==> src/rtl/lps_pkg.sv <==
package lps_pkg;
  typedef enum logic [2:0] {
    ST_NORMAL = 3'd1,
    ST_HALT   = 3'd2,
    ST_STOPG  = 3'd3,
    ST_SNOOP  = 3'd4,
    ST_SLEEP  = 3'd5,
    ST_DEEP   = 3'd6
  } lps_state_e;

  localparam int NUM_EV    = 7;
  localparam int NUM_LATCH = 4;
  localparam int EV_SMI    = 0;
  localparam int EV_INIT   = 1;
  localparam int EV_NMI    = 2;
  localparam int EV_INTR   = 3;
  localparam int EV_BINIT  = 4;
  localparam int EV_FLUSH  = 5;
  localparam int EV_RESET  = 6;

  // events that end auto-halt
  localparam logic [NUM_EV-1:0] WAKE_MASK = NUM_EV'((1 << EV_SMI) | (1 << EV_INIT) |
      (1 << EV_NMI) | (1 << EV_INTR) | (1 << EV_BINIT));
  localparam logic [NUM_EV-1:0] FLUSH_MASK = NUM_EV'(1 << EV_FLUSH);
endpackage

==> src/rtl/lps_clkmon.sv <==
module lps_clkmon #(
  parameter int LIMIT = 8,
  parameter int SYNC  = 2
) (
  input  logic clk,
  input  logic rst,
  input  logic bclk_in,
  output logic present_q
);
  localparam int CW = $clog2(LIMIT + 1);
  localparam logic [CW-1:0] LIM = CW'(LIMIT);

  logic [SYNC:0]   sh_q;
  logic [CW-1:0]   cnt_q;
  logic            edge_w;

  always_ff @(posedge clk) begin
    if (rst) sh_q <= '0;
    else     sh_q <= {sh_q[SYNC-1:0], bclk_in};
  end

  assign edge_w = sh_q[SYNC] ^ sh_q[SYNC-1];

  always_ff @(posedge clk) begin
    if (rst)               cnt_q <= '0;
    else if (edge_w)       cnt_q <= '0;
    else if (cnt_q != LIM) cnt_q <= cnt_q + 1'b1;
  end

  always_ff @(posedge clk) begin
    if (rst) present_q <= 1'b1;
    else     present_q <= (cnt_q != LIM);
  end


  edge_keeps_present_chk: assert property (@(posedge clk) disable iff (rst)
    edge_w |-> ##2 present_q);
endmodule

==> src/rtl/lps_pending.sv <==
module lps_pending #(
  parameter int N = 4
) (
  input  logic         clk,
  input  logic         rst,
  input  logic         clear,
  input  logic         release_i,
  input  logic [N-1:0] capture,
  output logic [N-1:0] pend_q,
  output logic [N-1:0] drained
);
  for (genvar i = 0; i < N; i++) begin : g_bit
    always_ff @(posedge clk) begin
      if (rst || clear)    pend_q[i] <= 1'b0;
      else if (release_i)  pend_q[i] <= 1'b0;
      else if (capture[i]) pend_q[i] <= 1'b1;
    end
    assign drained[i] = release_i & (pend_q[i] | capture[i]);
  end


  drain_empties_chk: assert property (@(posedge clk) disable iff (rst)
    release_i |=> (pend_q == '0));
endmodule

==> src/rtl/lps_fsm.sv <==
module lps_fsm import lps_pkg::*; (
  input  logic                 clk,
  input  logic                 rst,
  input  logic                 gate_all,
  input  logic                 bclk_present,
  input  logic                 halt_exec,
  input  logic                 stpclk_req,
  input  logic                 slp_req,
  input  logic                 snoop_hit,
  input  logic                 snoop_done,
  input  logic [NUM_EV-1:0]    evt,
  input  logic [NUM_LATCH-1:0] drained,
  output logic [NUM_LATCH-1:0] cap,
  output logic                 release_o,
  output logic                 clear_o,
  output lps_state_e           state_q,
  output logic                 core_en_q,
  output logic                 bus_en_q,
  output logic                 halt_q,
  output logic [NUM_EV-1:0]    svc_q,
  output logic                 snoop_ok_q
);
  lps_state_e          nxt;
  logic                sg_halt_q, sg_halt_n;
  logic                sn_halt_q, sn_halt_n;
  logic [NUM_EV-1:0]   svc_base;
  logic                halt_n;
  logic                low_pwr_n;

  always_comb begin
    nxt       = state_q;
    sg_halt_n = sg_halt_q;
    sn_halt_n = sn_halt_q;
    svc_base  = '0;
    halt_n    = 1'b0;
    cap       = '0;
    clear_o   = 1'b0;
    case (state_q)
      ST_NORMAL: begin
        svc_base = evt;
        clear_o  = evt[EV_RESET];
        if (stpclk_req) begin
          nxt       = ST_STOPG;
          sg_halt_n = 1'b0;
        end else if (halt_exec) begin
          nxt    = ST_HALT;
          halt_n = 1'b1;
        end
      end
      ST_HALT: begin
        if (evt[EV_RESET]) begin
          nxt                = ST_NORMAL;
          svc_base[EV_RESET] = 1'b1;
          clear_o            = 1'b1;
        end else if ((evt & WAKE_MASK) != '0) begin
          nxt      = ST_NORMAL;
          svc_base = evt & (WAKE_MASK | FLUSH_MASK);
        end else begin
          svc_base[EV_FLUSH] = evt[EV_FLUSH];
          if (stpclk_req) begin
            nxt       = ST_STOPG;
            sg_halt_n = 1'b1;
          end else if (snoop_hit) begin
            nxt       = ST_SNOOP;
            sn_halt_n = 1'b1;
          end
        end
      end
      ST_STOPG: begin
        if (evt[EV_RESET]) begin
          svc_base[EV_RESET] = 1'b1;
          clear_o            = 1'b1;
        end else begin
          cap = evt[NUM_LATCH-1:0];
        end
        if (!stpclk_req) begin
          nxt = sg_halt_q ? ST_HALT : ST_NORMAL;
        end else if (slp_req) begin
          nxt = ST_SLEEP;
        end else if (snoop_hit) begin
          nxt       = ST_SNOOP;
          sn_halt_n = 1'b0;
        end
      end
      ST_SNOOP: begin
        if (evt[EV_RESET]) begin
          svc_base[EV_RESET] = 1'b1;
          clear_o            = 1'b1;
        end else begin
          cap = evt[NUM_LATCH-1:0];
        end
        if (snoop_done) nxt = sn_halt_q ? ST_HALT : ST_STOPG;
      end
      ST_SLEEP: begin
        if (!slp_req)          nxt = ST_STOPG;
        else if (!bclk_present) nxt = ST_DEEP;
      end
      ST_DEEP: begin
        if (bclk_present) nxt = ST_SLEEP;
      end
      default: nxt = ST_NORMAL;
    endcase
  end

  assign release_o = (nxt == ST_NORMAL) && (state_q != ST_NORMAL) && !clear_o;
  assign low_pwr_n = (nxt == ST_STOPG) || (nxt == ST_SLEEP) || (nxt == ST_DEEP);

  always_ff @(posedge clk) begin
    if (rst) begin
      state_q    <= ST_NORMAL;
      sg_halt_q  <= 1'b0;
      sn_halt_q  <= 1'b0;
      core_en_q  <= 1'b1;
      bus_en_q   <= 1'b1;
      halt_q     <= 1'b0;
      svc_q      <= '0;
      snoop_ok_q <= 1'b1;
    end else begin
      state_q    <= nxt;
      sg_halt_q  <= sg_halt_n;
      sn_halt_q  <= sn_halt_n;
      core_en_q  <= !(gate_all && low_pwr_n);
      bus_en_q   <= (nxt != ST_DEEP);
      halt_q     <= halt_n;
      svc_q      <= svc_base | {{(NUM_EV-NUM_LATCH){1'b0}}, drained};
      snoop_ok_q <= !((nxt == ST_SLEEP) || (nxt == ST_DEEP));
    end
  end


  halt_strobe_state_chk: assert property (@(posedge clk) disable iff (rst)
    halt_q |-> (state_q == ST_HALT));

  sleep_silent_chk: assert property (@(posedge clk) disable iff (rst)
    ((state_q == ST_SLEEP) || (state_q == ST_DEEP)) |=> (svc_q == '0));

  deep_bus_off_chk: assert property (@(posedge clk) disable iff (rst)
    (state_q == ST_DEEP) |-> (!bus_en_q && !snoop_ok_q));

  stopg_ignore_chk: assert property (@(posedge clk) disable iff (rst)
    (state_q == ST_STOPG) |=> (!svc_q[EV_BINIT] && !svc_q[EV_FLUSH]));

  deep_from_sleep_chk: assert property (@(posedge clk) disable iff (rst)
    $changed(state_q) && (state_q == ST_DEEP) |-> ($past(state_q) == ST_SLEEP));
endmodule

==> src/rtl/lps_ctrl.sv <==
module lps_ctrl import lps_pkg::*; #(
  parameter int ABSENT_LIMIT = 8,
  parameter int SYNC_STAGES  = 2
) (
  input  logic              clk,
  input  logic              rst,
  input  logic              bclk_in,
  input  logic              gate_all,
  input  logic              halt_exec,
  input  logic              stpclk_req,
  input  logic              slp_req,
  input  logic              snoop_hit,
  input  logic              snoop_done,
  input  logic [NUM_EV-1:0] evt_in,
  output logic [2:0]        state_out,
  output logic              core_clk_en,
  output logic              bus_clk_en,
  output logic              halt_cycle,
  output logic [NUM_EV-1:0] evt_svc,
  output logic              snoop_ok
);
  logic                 bclk_present;
  logic [NUM_LATCH-1:0] cap, drained, pend;
  logic                 release_w, clear_w;
  lps_state_e           st;

  lps_clkmon #(.LIMIT(ABSENT_LIMIT), .SYNC(SYNC_STAGES)) u_clkmon (
    .clk(clk), .rst(rst), .bclk_in(bclk_in), .present_q(bclk_present)
  );

  lps_pending #(.N(NUM_LATCH)) u_pending (
    .clk(clk), .rst(rst), .clear(clear_w), .release_i(release_w),
    .capture(cap), .pend_q(pend), .drained(drained)
  );

  lps_fsm u_fsm (
    .clk(clk), .rst(rst), .gate_all(gate_all), .bclk_present(bclk_present),
    .halt_exec(halt_exec), .stpclk_req(stpclk_req), .slp_req(slp_req),
    .snoop_hit(snoop_hit), .snoop_done(snoop_done), .evt(evt_in),
    .drained(drained), .cap(cap), .release_o(release_w), .clear_o(clear_w),
    .state_q(st), .core_en_q(core_clk_en), .bus_en_q(bus_clk_en),
    .halt_q(halt_cycle), .svc_q(evt_svc), .snoop_ok_q(snoop_ok)
  );

  assign state_out = st;


  pend_only_when_stopped_chk: assert property (@(posedge clk) disable iff (rst)
    (st == ST_NORMAL) |-> (pend == '0));
endmodule

==> config.mk <==
export PLATFORM = sky130hd
export DESIGN_NAME = lps_ctrl
export DESIGN_NICKNAME = d
export VERILOG_FILES = /design/src/rtl/lps_pkg.sv /design/src/rtl/lps_clkmon.sv /design/src/rtl/lps_pending.sv /design/src/rtl/lps_fsm.sv /design/src/rtl/lps_ctrl.sv
export SDC_FILE = /design/constraint.sdc
export NUM_CORES = 1
export LEC_CHECK = 0
export BUFFER_PORTS_ARGS = -buffer_cell sky130_fd_sc_hd__buf_2
export CAP_MARGIN = 20
export CELL_PAD_IN_SITES_DETAIL_PLACEMENT = 0
export CELL_PAD_IN_SITES_GLOBAL_PLACEMENT = 1
export CORE_AREA = 2 2 61 63
export CTS_CLUSTER_DIAMETER = 120
export DETAILED_ROUTE_END_ITERATION = 8
export DIE_AREA = 0 0 63 65
export HOLD_SLACK_MARGIN = 0.05
export PLACE_DENSITY = 0.86
export SYNTH_ARGS = -nofsm -noshare
export SYNTH_HDL_FRONTEND = slang
export SYNTH_SLANG_ARGS = --single-unit
==> constraint.sdc <==
create_clock -name clk -period 2.9 [get_ports clk]
set_input_delay 0.145 -clock clk [delete_from_list [all_inputs] [get_ports clk]]
set_output_delay 0.145 -clock clk [all_outputs]
set_load 0.05 [all_outputs]
==> run summary, run 1 <==
GP Congestion -> 0.8535
Post-synth ARST share -> 0%
PostCTS Resize Cnt -> 0
CTS buffer count -> 3
Global-route wire length before repair -> 5188 um
Yosys top cell area share -> 42.91%
Crit path DAT -> 2.39 ns
CTS Buffer Depth -> 2
Clock Power Share -> 23.0%
Slew Viols, Final -> 0
Post-Syn Nets -> 163
Die Y -> 65 um
Worst IR drop on VDD -> 398.6 uV
Sw frac -> 37.70%
Fmax -> 466.1 MHz
DRC errors left -> 0
Top cells by area, synth -> dfxtp_1, a21oi_1, nor2_1
Detail Route Antenna Nets -> 0
Final setup fails -> 0
Max-Cap Viols -> 0
Mapped cell area -> 0.001306 sq mm
CP max FO -> 20
Die width -> 63 um
CTS H-tree lvls -> 1
Skew final -> 0.003677 ns
Headroom to the max-slew limit -> 59.39%
Leading cell type by number of instances after synthesis -> dfxtp_1
Measured slew at the worst slew-check pin -> 0.6083 ns
RSZ-0062 raised after global routing -> no
Hold_ws -> 0.06302 ns
Post-synth top area cell -> dfxtp_1
Global route total overflow -> 0
Element type at the critical path start -> register
Top FF cell, synth -> dfxtp_1
Leakage -> 0.0006327 uW
Worst-skew pair later-pin latency -> 0.33 ns
Logic pwr share -> 34.8%
Register share of total power -> 42.1%
FILL cells -> 351
Largest net degree at the start of global routing -> 21
Detailed placer's ending HPWL -> 2255 um
Setup bufs post-CTS -> 0
CTS tree -> yes
I/O Pins -> 30
P_sw -> 418.3 uW
Type of the worst setup path -> reg2reg
Worst hold stages -> 2
Seq/Total Area, Yosys -> 42.91%
Syn_area_per_cell -> 9.009 sq um
CTS root buffer -> clkbuf_4
Syn. warnings -> 0
Net count, final -> 196
TritonCTS Sinks -> 28
Antenna violations before repair -> 0
#FFs+latches synth -> 28
IO buf count -> 29
Core area -> 0.003496 sq mm
Distinct cells, synth -> 47
Ant diodes -> 0
Detailed Routing Iterations Pass 1 -> 4
Run status -> finished, final reports clean
Vias in the first global route -> 1178
Drt first-iter violations -> 28
Post-Route WL -> 2927 um
Via density per instance -> 5.004
Final hold violation count -> 0
Most frequent cells after synthesis -> dfxtp_1, nor2_1, a21oi_1
Starting density of the core -> 37.37%
Setup TNS -> 0 ns
Syn-to-layout area delta -> 20.88%
GRT Total Usage -> 15.76%
Cell count of the worst reg-to-reg path -> 5
Cell count after synthesis -> 145
Tightest Hold Check Type -> in2reg
Final min period -> 2.145 ns
Post-CTS Hold Buffers -> 5
Crit path required time -> 3.14 ns
DR WL/cell -> 13.01 um
Post-synth EDFFs -> 0
Kind of end point of the critical path -> register
PD cells -> 702.6 mW/mm^2
Rows -> 22
Clock slew at reported path FFs -> 0.15 ns
Internal -> 691.1 uW
Die area -> 0.004095 sq mm
Vias -> 1126
Final worst-path cycle share -> 73.98%
Layout cells sized above 1 -> 24.29%
## sequential cells by signal, indices dropped and copies added, names as in the netlist, 3 cells and up
| signal | flops |
|---|---|
| u_clkmon.sh_q | 3 |
| u_clkmon.cnt_q | 4 |
| u_fsm.state_q | 3 |
| u_pending.pend_q | 4 |
| u_fsm.svc_q | 7 |
## through the flow
stage | cell area (sq um) | total power (uW) | setup WS (ns) | cells | util, %
final | 1579 | 1109 | 0.7545 | 225 | 45.17
after global routing | 1579 | 1175 | 0.5874 | 225 | 45.17
after CTS | 1579 | 1114 | 0.7660 | 225 | 45.17
after detailed placement | 1476 | 856.0 | 0.7901 | 216 | 42.23
after global placement | 1476 | 847.7 | 0.7814 | 216 | 42.23
after floorplan | 1306 | 780.0 | 0.7992 | 145 | -
## cell type report
class | instances | area [sq um] | area share, %
multi-input cells | 103 | 680.7 | 43.11
flip-flops and latches | 28 | 560.5 | 35.50
repair buffers | 34 | 195.2 | 12.36
well taps | 48 | 60.06 | 3.803
clock inverters | 1 | 30.03 | 1.902
inverters | 8 | 30.03 | 1.902
clock buffers | 3 | 22.52 | 1.426
## critical path, stage by stage, from the launching register on
cell	delay [ns]
dfxtp_1	0.74
nor3b_1	0.29
and2_1	0.26
a311oi_4	0.18
a41o_1	0.34
a22o_1	0.25
## layer usage
metal,track usage [%],share of wire [%]
met5,0,0
met4,5.556,1.1
met3,3.299,5.1
met2,28.59,49
met1,18.28,44
## placed cells by master, fill, tap and decap left out, types with 3 or more instances in the layout
cell type and count:
dfxtp_1 28, nor2b_1 5, nand3_1 4, nand2b_1 4
a21oi_1 11, a22o_1 4, nor3_1 3, nor2_1 13
nand2_1 10, dlygate4sd3_1 5, inv_1 7, clkbuf_4 3
and2_1 4, o21ai_0 6, xnor2_1 3, buf_2 29
## kinds of logic (layout without fill, tap and decap cells)
logic type	count (synthesis)	in the layout	synth area share [%]
fa+ha+maj	2	2	1.915
compound gates	38	38	22.41
buf+inv	14	46	4.981
mux	1	1	0.8620
xor+xnor	5	5	3.353
simple gates	57	57	23.56
flops	28	28	42.91
## final timing paths
| check | slack (ns) | from | endpoint |
|---|---|---|---|
| worst max register to register | 0.75 | u_fsm.state_q[1] | u_fsm.svc_q[2] |
| worst min register to register | 0.46 | u_clkmon.sh_q[0] | u_clkmon.sh_q[1] |
| worst max-delay path | 0.75 | u_fsm.state_q[1] | u_fsm.svc_q[2] |
| worst min-delay path | 0.06 | evt_in[3] | u_fsm.svc_q[3] |
## power by group through the flow
| stage | clock network (uW) | registers (uW) | logic [uW] |
|---|---|---|---|
| after floorplan | 0 | 548 | 232 |
| after global placement | 0 | 473 | 374 |
| after detailed placement | 0 | 476 | 380 |
| after CTS | 259 | 467 | 387 |
| after global routing | 279 | 475 | 421 |
| final | 256 | 468 | 386 |
Note: power is estimated with default switching activity, not from simulation.
==> run 2, diff against run 1 <==
==> constraint.sdc (replaced) <==
create_clock -name clk -period 2.1 [get_ports clk]
set_input_delay 0.105 -clock clk [delete_from_list [all_inputs] [get_ports clk]]
set_output_delay 0.105 -clock clk [all_outputs]
set_load 0.05 [all_outputs]
==> run 2 against run 1 <==
Against the previous run: design area up 5.2%; utilization up 2.4 points; non-clock buffer count up 9; hold slack better by 0.033 ns; clock power up 39%; flip-flop and latch count unchanged; die area unchanged; register-to-register slack worse by 0.53 ns; combinational power up 50%.
==> run summary, run 2 (synthesized netlist as in run 1, its figures left out) <==
Layout cells sized above 1 -> 26.34% (was 24.29%)
CP Cell Sequence -> dlygate4sd3_1, buf_2, nor4_1, and2_1, a311oi_4, a41o_1, a22o_1 (was nor3b_1, and2_1, a311oi_4, a41o_1, a22o_1)
RSZ-0062 raised after global routing -> no (unchanged)
Crit path required time -> 2.35 ns (was 3.14 ns)
FILL cells -> 346 (was 351)
Tightest Hold Check Type -> in2reg (unchanged)
DR WL/cell -> 12.65 um (was 13.01 um)
CTS root buffer -> clkbuf_4 (unchanged)
GRT Total Usage -> 15.84% (was 15.76%)
Final hold violation count -> 0 (unchanged)
IO buf count -> 29 (unchanged)
Vias in the first global route -> 1149 (was 1178)
Antenna violations before repair -> 0 (unchanged)
Run status -> finished, final reports clean (unchanged)
Max reg flops -> 7 (unchanged)
Cell Area, Placed -> 0.001500 sq mm (was 0.001476 sq mm)
Commonest non-fill, non-tap cell in the layout -> buf_2 (unchanged)
Type of the worst setup path -> in2reg (was reg2reg)
Commonest non-fill, non-tap cells in the layout -> buf_2, dfxtp_1, nor2_1 (unchanged)
Crit path DAT -> 2.16 ns (was 2.39 ns)
Die width -> 63 um (unchanged)
Most flops, register -> u_fsm.svc_q (unchanged)
CTS buffer count -> 3 (unchanged)
Largest net degree at the start of global routing -> 18 (was 21)
Max-Cap Viols -> 0 (unchanged)
Die area -> 0.004095 sq mm (unchanged)
Via density per instance -> 4.932 (was 5.004)
CP startpoint -> evt_in[1] (was u_fsm.state_q[1])
Worst IR drop on VDD -> 678.2 uV (was 398.6 uV)
CP max-delay cell -> dlygate4sd3_1 (was dfxtp_1)
GP Congestion -> 0.8463 (was 0.8535)
Detailed placer's ending HPWL -> 2253 um (was 2255 um)
WP buf/inv -> 2 (was 0)
Global-route wire length before repair -> 4995 um (was 5188 um)
Worst-skew pair later-pin latency -> 0.34 ns (was 0.33 ns)
PD cells -> 946.6 mW/mm^2 (was 702.6 mW/mm^2)
Measured slew at the worst slew-check pin -> 0.5571 ns (was 0.6083 ns)
Final Cell Area -> 0.001662 sq mm (was 0.001579 sq mm)
Skew final -> 0.01159 ns (was 0.003677 ns)
Hold path start -> rst (was evt_in[3])
Detailed Routing Iterations Pass 1 -> 4 (unchanged)
Kind of end point of the critical path -> register (unchanged)
Final setup fails -> 0 (unchanged)
Fmax -> 523.5 MHz
I/O Pins -> 30 (unchanged)
Starting density of the core -> 37.37% (unchanged)
Element type at the critical path start -> primary input (was register)
Syn-to-layout area delta -> 27.20% (was 20.88%)
Setup TNS -> 0 ns (unchanged)
Die Y -> 65 um (unchanged)
Slew Viols, Final -> 0 (unchanged)
Drt first-iter violations -> 35 (was 28)
TritonCTS Sinks -> 28 (unchanged)
Final worst-path cycle share -> 90.96%
CP peak stage delay -> 0.53 ns (was 0.74 ns)
CP top delay family -> simple AND/OR/NAND/NOR gates (was compound AO/OA/AOI/OAI gates)
Core area -> 0.003496 sq mm (unchanged)
Largest regs -> u_fsm.svc_q (7), u_clkmon.cnt_q (4), u_pending.pend_q (4) (unchanged)
DRC errors left -> 0 (unchanged)
Net count, final -> 205 (was 196)
Headroom to the max-slew limit -> 62.74% (was 59.39%)
CTS Buffer Depth -> 2 (unchanged)
CTS H-tree lvls -> 1 (unchanged)
Post-Route WL -> 2961 um (was 2927 um)
Final min period -> 1.910 ns
CTS tree -> yes (unchanged)
Detail Route Antenna Nets -> 0 (unchanged)
Sequential cell area -> 563.0 sq um (was 560.5 sq um)
Rows -> 22 (unchanged)
Ant diodes -> 0 (unchanged)
Area of the multi-input gates -> 680.7 sq um (unchanged)
Reg-to-Reg Start -> u_fsm.state_q[0] (was u_fsm.state_q[1])
Leakage -> 0.0006764 uW (was 0.0006327 uW)
Vias -> 1154 (was 1126)
Global route total overflow -> 0 (unchanged)
Hold_ws -> 0.09649 ns (was 0.06302 ns)
CP max FO -> 4 (was 20)
Clock slew at reported path FFs -> 0.16 ns (was 0.15 ns)
## run 2: layout make-up
type,instances,share of cell area (%)
tap,48,3.614
multi-input combinational,103,40.96
timing repair buffer,43,16.57
clock inverter,1,1.807
inverter,8,1.807
clock buffer,3,1.355
sequential,28,33.89
## run 2: final timing paths
| path | end | slack [ns] | cells after the start |
|---|---|---|---|
| max | u_fsm.svc_q[3] | 0.19 | 7 |
| min | u_fsm.state_q[1] | 0.1 | 2 |
| max reg2reg | u_fsm.svc_q[3] | 0.22 | 5 |
| min reg2reg | u_clkmon.sh_q[1] | 0.46 | 1 |
## run 2: repair_timing
| item | 4_1_cts | 5_1_grt |
|---|---|---|
| resized for setup | 0 | 1 |
| endpoints found under the setup margin | 0 | 9 |
| hold endpoints to repair | 13 | 0 |
| hold buffers | 10 | 0 |
| buffers inserted | 0 | 1 |
## run 2: report_power, final
group / switching, uW / total [uW] / internal [uW] / leakage, uW
registers: 55.4 / 638 / 583 / 0.000230
clock network: 162 / 355 / 193 / 0.0000279
logic: 368 / 579 / 212 / 0.000419
total: 585 / 1570 / 988 / 0.000676
## run 2: metrics by stage
| step | worst slack [ns] | cells | total power, uW | util, % |
|---|---|---|---|---|
| global placement | 0.1806 | 219 | 1195 | 42.91 |
| floorplan | 0.04595 | 145 | 1078 | - |
| global route | 0.04295 | 234 | 1664 | 47.53 |
| CTS | 0.06920 | 233 | 1574 | 47.28 |
| detailed placement | 0.09610 | 219 | 1201 | 42.91 |
| finish | 0.1898 | 234 | 1573 | 47.53 |
## run 2: metal layers
metal / global-route usage (%) / part of all wire, % / routed length, um / up-vias
met5: 0 / 0 / 0 / -
met4: 6.389 / 1.0 / 31 / 0
met3: 3.299 / 5.3 / 158 / 4
met2: 28.86 / 50 / 1478 / 45
met1: 17.98 / 44 / 1293 / 511
li1: - / - / - / 594
==> run 3, diff against run 2 <==
--- a/config.mk
+++ b/config.mk
@@ -14,7 +14,7 @@
 export DETAILED_ROUTE_END_ITERATION = 8
 export DIE_AREA = 0 0 63 65
 export HOLD_SLACK_MARGIN = 0.05
-export PLACE_DENSITY = 0.86
+export PLACE_DENSITY = 0.73
 export SYNTH_ARGS = -nofsm -noshare
 export SYNTH_HDL_FRONTEND = slang
 export SYNTH_SLANG_ARGS = --single-unit
==> run 3 against run 2 <==
Against the previous run: sequential power about the same; sequential share of layout area is the same; design area did not move; hold slack improved by 0.0078 ns; critical endpoint is now u_fsm.svc_q[1]; largest cell class unchanged.
==> run summary, run 3 (synthesized netlist as in run 1, its figures left out) <==
Internal -> 987.2 uW (was 987.6 uW)
WP buf/inv -> 2 (unchanged)
Die width -> 63 um (unchanged)
Run status -> finished, final reports clean (unchanged)
CP max FO -> 4 (unchanged)
Drt first-iter violations -> 29 (was 35)
Setup TNS -> 0 ns (unchanged)
Final min period -> 1.962 ns (was 1.910 ns)
Max reg flops -> 7 (unchanged)
Crit path DAT -> 2.21 ns (was 2.16 ns)
PD cells -> 949.0 mW/mm^2 (was 946.6 mW/mm^2)
Rows -> 22 (unchanged)
P_sw -> 589.6 uW (was 585.2 uW)
Vias in the first global route -> 1107 (was 1149)
Detailed placer's ending HPWL -> 2238 um (was 2253 um)
Headroom to the max-slew limit -> 65.81% (was 62.74%)
Ant diodes -> 0 (unchanged)
Layout Cells excl Fill -> 234 (unchanged)
CTS Buffer Depth -> 2 (unchanged)
Worst IR drop on VDD -> 519.8 uV (was 678.2 uV)
Kind of end point of the critical path -> register (unchanged)
CTS tree -> yes (unchanged)
Commonest non-fill, non-tap cell in the layout -> buf_2 (unchanged)
Skew final -> 0.004885 ns (was 0.01159 ns)
Layout cells sized above 1 -> 26.34% (unchanged)
I/O Pins -> 30 (unchanged)
Net count, final -> 205 (unchanged)
Largest net degree at the start of global routing -> 17 (was 18)
Detailed Routing Iterations Pass 1 -> 4 (unchanged)
Die Y -> 65 um (unchanged)
TritonCTS Sinks -> 28 (unchanged)
Global-route wire length before repair -> 5050 um (was 4995 um)
Tightest Hold Check Type -> in2reg (unchanged)
Type of the worst setup path -> in2reg (unchanged)
Final worst-path cycle share -> 93.44% (was 90.96%)
Starting density of the core -> 37.37% (unchanged)
Core Util, Final -> 47.53% (unchanged)
Leakage -> 0.0006764 uW (about the same)
Post-Route WL -> 3062 um (was 2961 um)
GRT Total Usage -> 15.80% (was 15.84%)
Clock Power Share -> 22.6% (about the same)
Final hold violation count -> 0 (unchanged)
RSZ-0062 raised after global routing -> no (unchanged)
GP Congestion -> 0.8054 (was 0.8463)
Syn-to-layout area delta -> 27.20% (unchanged)
Vias -> 1177 (was 1154)
Die area -> 0.004095 sq mm (unchanged)
Pre-CTS setup slack -> 0.1246 ns (was 0.09610 ns)
Sw frac -> 37.39% (was 37.21%)
DR WL/cell -> 13.09 um (was 12.65 um)
Final setup fails -> 0 (unchanged)
Commonest non-fill, non-tap cells in the layout -> buf_2, dfxtp_1, nor2_1 (unchanged)
Clock slew at reported path FFs -> 0.15 ns (was 0.16 ns)
Crit path required time -> 2.35 ns (about the same)
IO buf count -> 29 (unchanged)
DRC errors left -> 0 (unchanged)
Fmax -> 509.6 MHz (was 523.5 MHz)
Most flops, register -> u_fsm.svc_q (unchanged)
CTS buffer count -> 3 (unchanged)
Post-Place Cells -> 220 (was 219)
Hold_ws -> 0.1043 ns (was 0.09649 ns)
Logic pwr share -> 37.2% (was 36.8%)
CP peak stage delay -> 0.53 ns (about the same)
Worst-skew pair later-pin latency -> 0.34 ns (about the same)
CP max-delay cell -> dlygate4sd3_1 (unchanged)
Detail Route Antenna Nets -> 0 (unchanged)
Measured slew at the worst slew-check pin -> 0.5112 ns (was 0.5571 ns)
Max-Cap Viols -> 0 (unchanged)
Smallest setup slack after layout -> 0.1378 ns (was 0.1898 ns)
CP Cell Sequence -> dlygate4sd3_1, buf_2, nor4_1, and2_1, a311oi_4, a41o_1, a22o_1 (unchanged)
CP top delay family -> simple AND/OR/NAND/NOR gates (unchanged)
CTS root buffer -> clkbuf_4 (unchanged)
Slew Viols, Final -> 0 (unchanged)
Core area -> 0.003496 sq mm (unchanged)
Via density per instance -> 5.030 (was 4.932)
Antenna violations before repair -> 0 (unchanged)
Register share of total power -> 40.3% (was 40.6%)
Largest regs -> u_fsm.svc_q (7), u_clkmon.cnt_q (4), u_pending.pend_q (4) (unchanged)
CTS H-tree lvls -> 1 (unchanged)
Global route total overflow -> 0 (unchanged)
Element type at the critical path start -> primary input (unchanged)
run 3: cell counts in the layout (fill, tap and decap cells not counted):
Identical to the previous run, type by type.
run 3: repair_timing:
action | 4_1_cts | 5_1_grt
hold buffers | 10 | 0
setup endpoints to repair | 0 | 5
hold endpoints to repair | 13 | 0
setup buffers | 0 | 0
gates resized for setup | 0 | 1
run 3: power groups by stage:
stage / clock [uW] / sequential [uW] / combinational [uW]
after floorplan: 0 / 758 / 320
after CTS: 363 / 632 / 589
final: 356 / 635 / 586
after global placement: 0 / 643 / 567
after detailed placement: 0 / 642 / 570
after global routing: 381 / 643 / 634
run 3: path summary, 6_finish.rpt:
path / start / endpoint / slack (ns) / cells after the start
setup / recovery: evt_in[1] / u_fsm.svc_q[1] / 0.14 / 7
hold / removal: evt_in[6] / u_fsm.svc_q[6] / 0.10 / 2
setup reg to reg: u_fsm.state_q[1] / u_fsm.svc_q[1] / 0.17 / 5
hold reg to reg: u_clkmon.sh_q[0] / u_clkmon.sh_q[1] / 0.46 / 1
run 3: metrics by stage:
stage / total power, uW / cell area (sq um)
after detailed placement: 1212 / 1508
after CTS: 1584 / 1660
after floorplan: 1078 / 1308
after global routing: 1659 / 1662
after global placement: 1210 / 1508
final: 1577 / 1662
run 3: area by class of cell:
| class | instances | area [sq um] |
|---|---|---|
| Inverter | 8 | 30.03 |
| Tap cell | 48 | 60.06 |
| Multi-Input combinational cell | 103 | 680.7 |
| Sequential cell | 28 | 563.0 |
| Clock buffer | 3 | 22.52 |
| Clock inverter | 1 | 30.03 |
| Timing Repair Buffer | 43 | 275.3 |
| Fill cell | 353 | 1834 |
run 3: metal layers:
layer / wire length (um) / track usage [%] / up-vias
met3: 132 / 2.778 / 5
met2: 1514 / 28.86 / 34
li1: - / - / 594
met4: 40 / 4.167 / 0
met5: 0 / 0 / -
met1: 1374 / 19.03 / 544
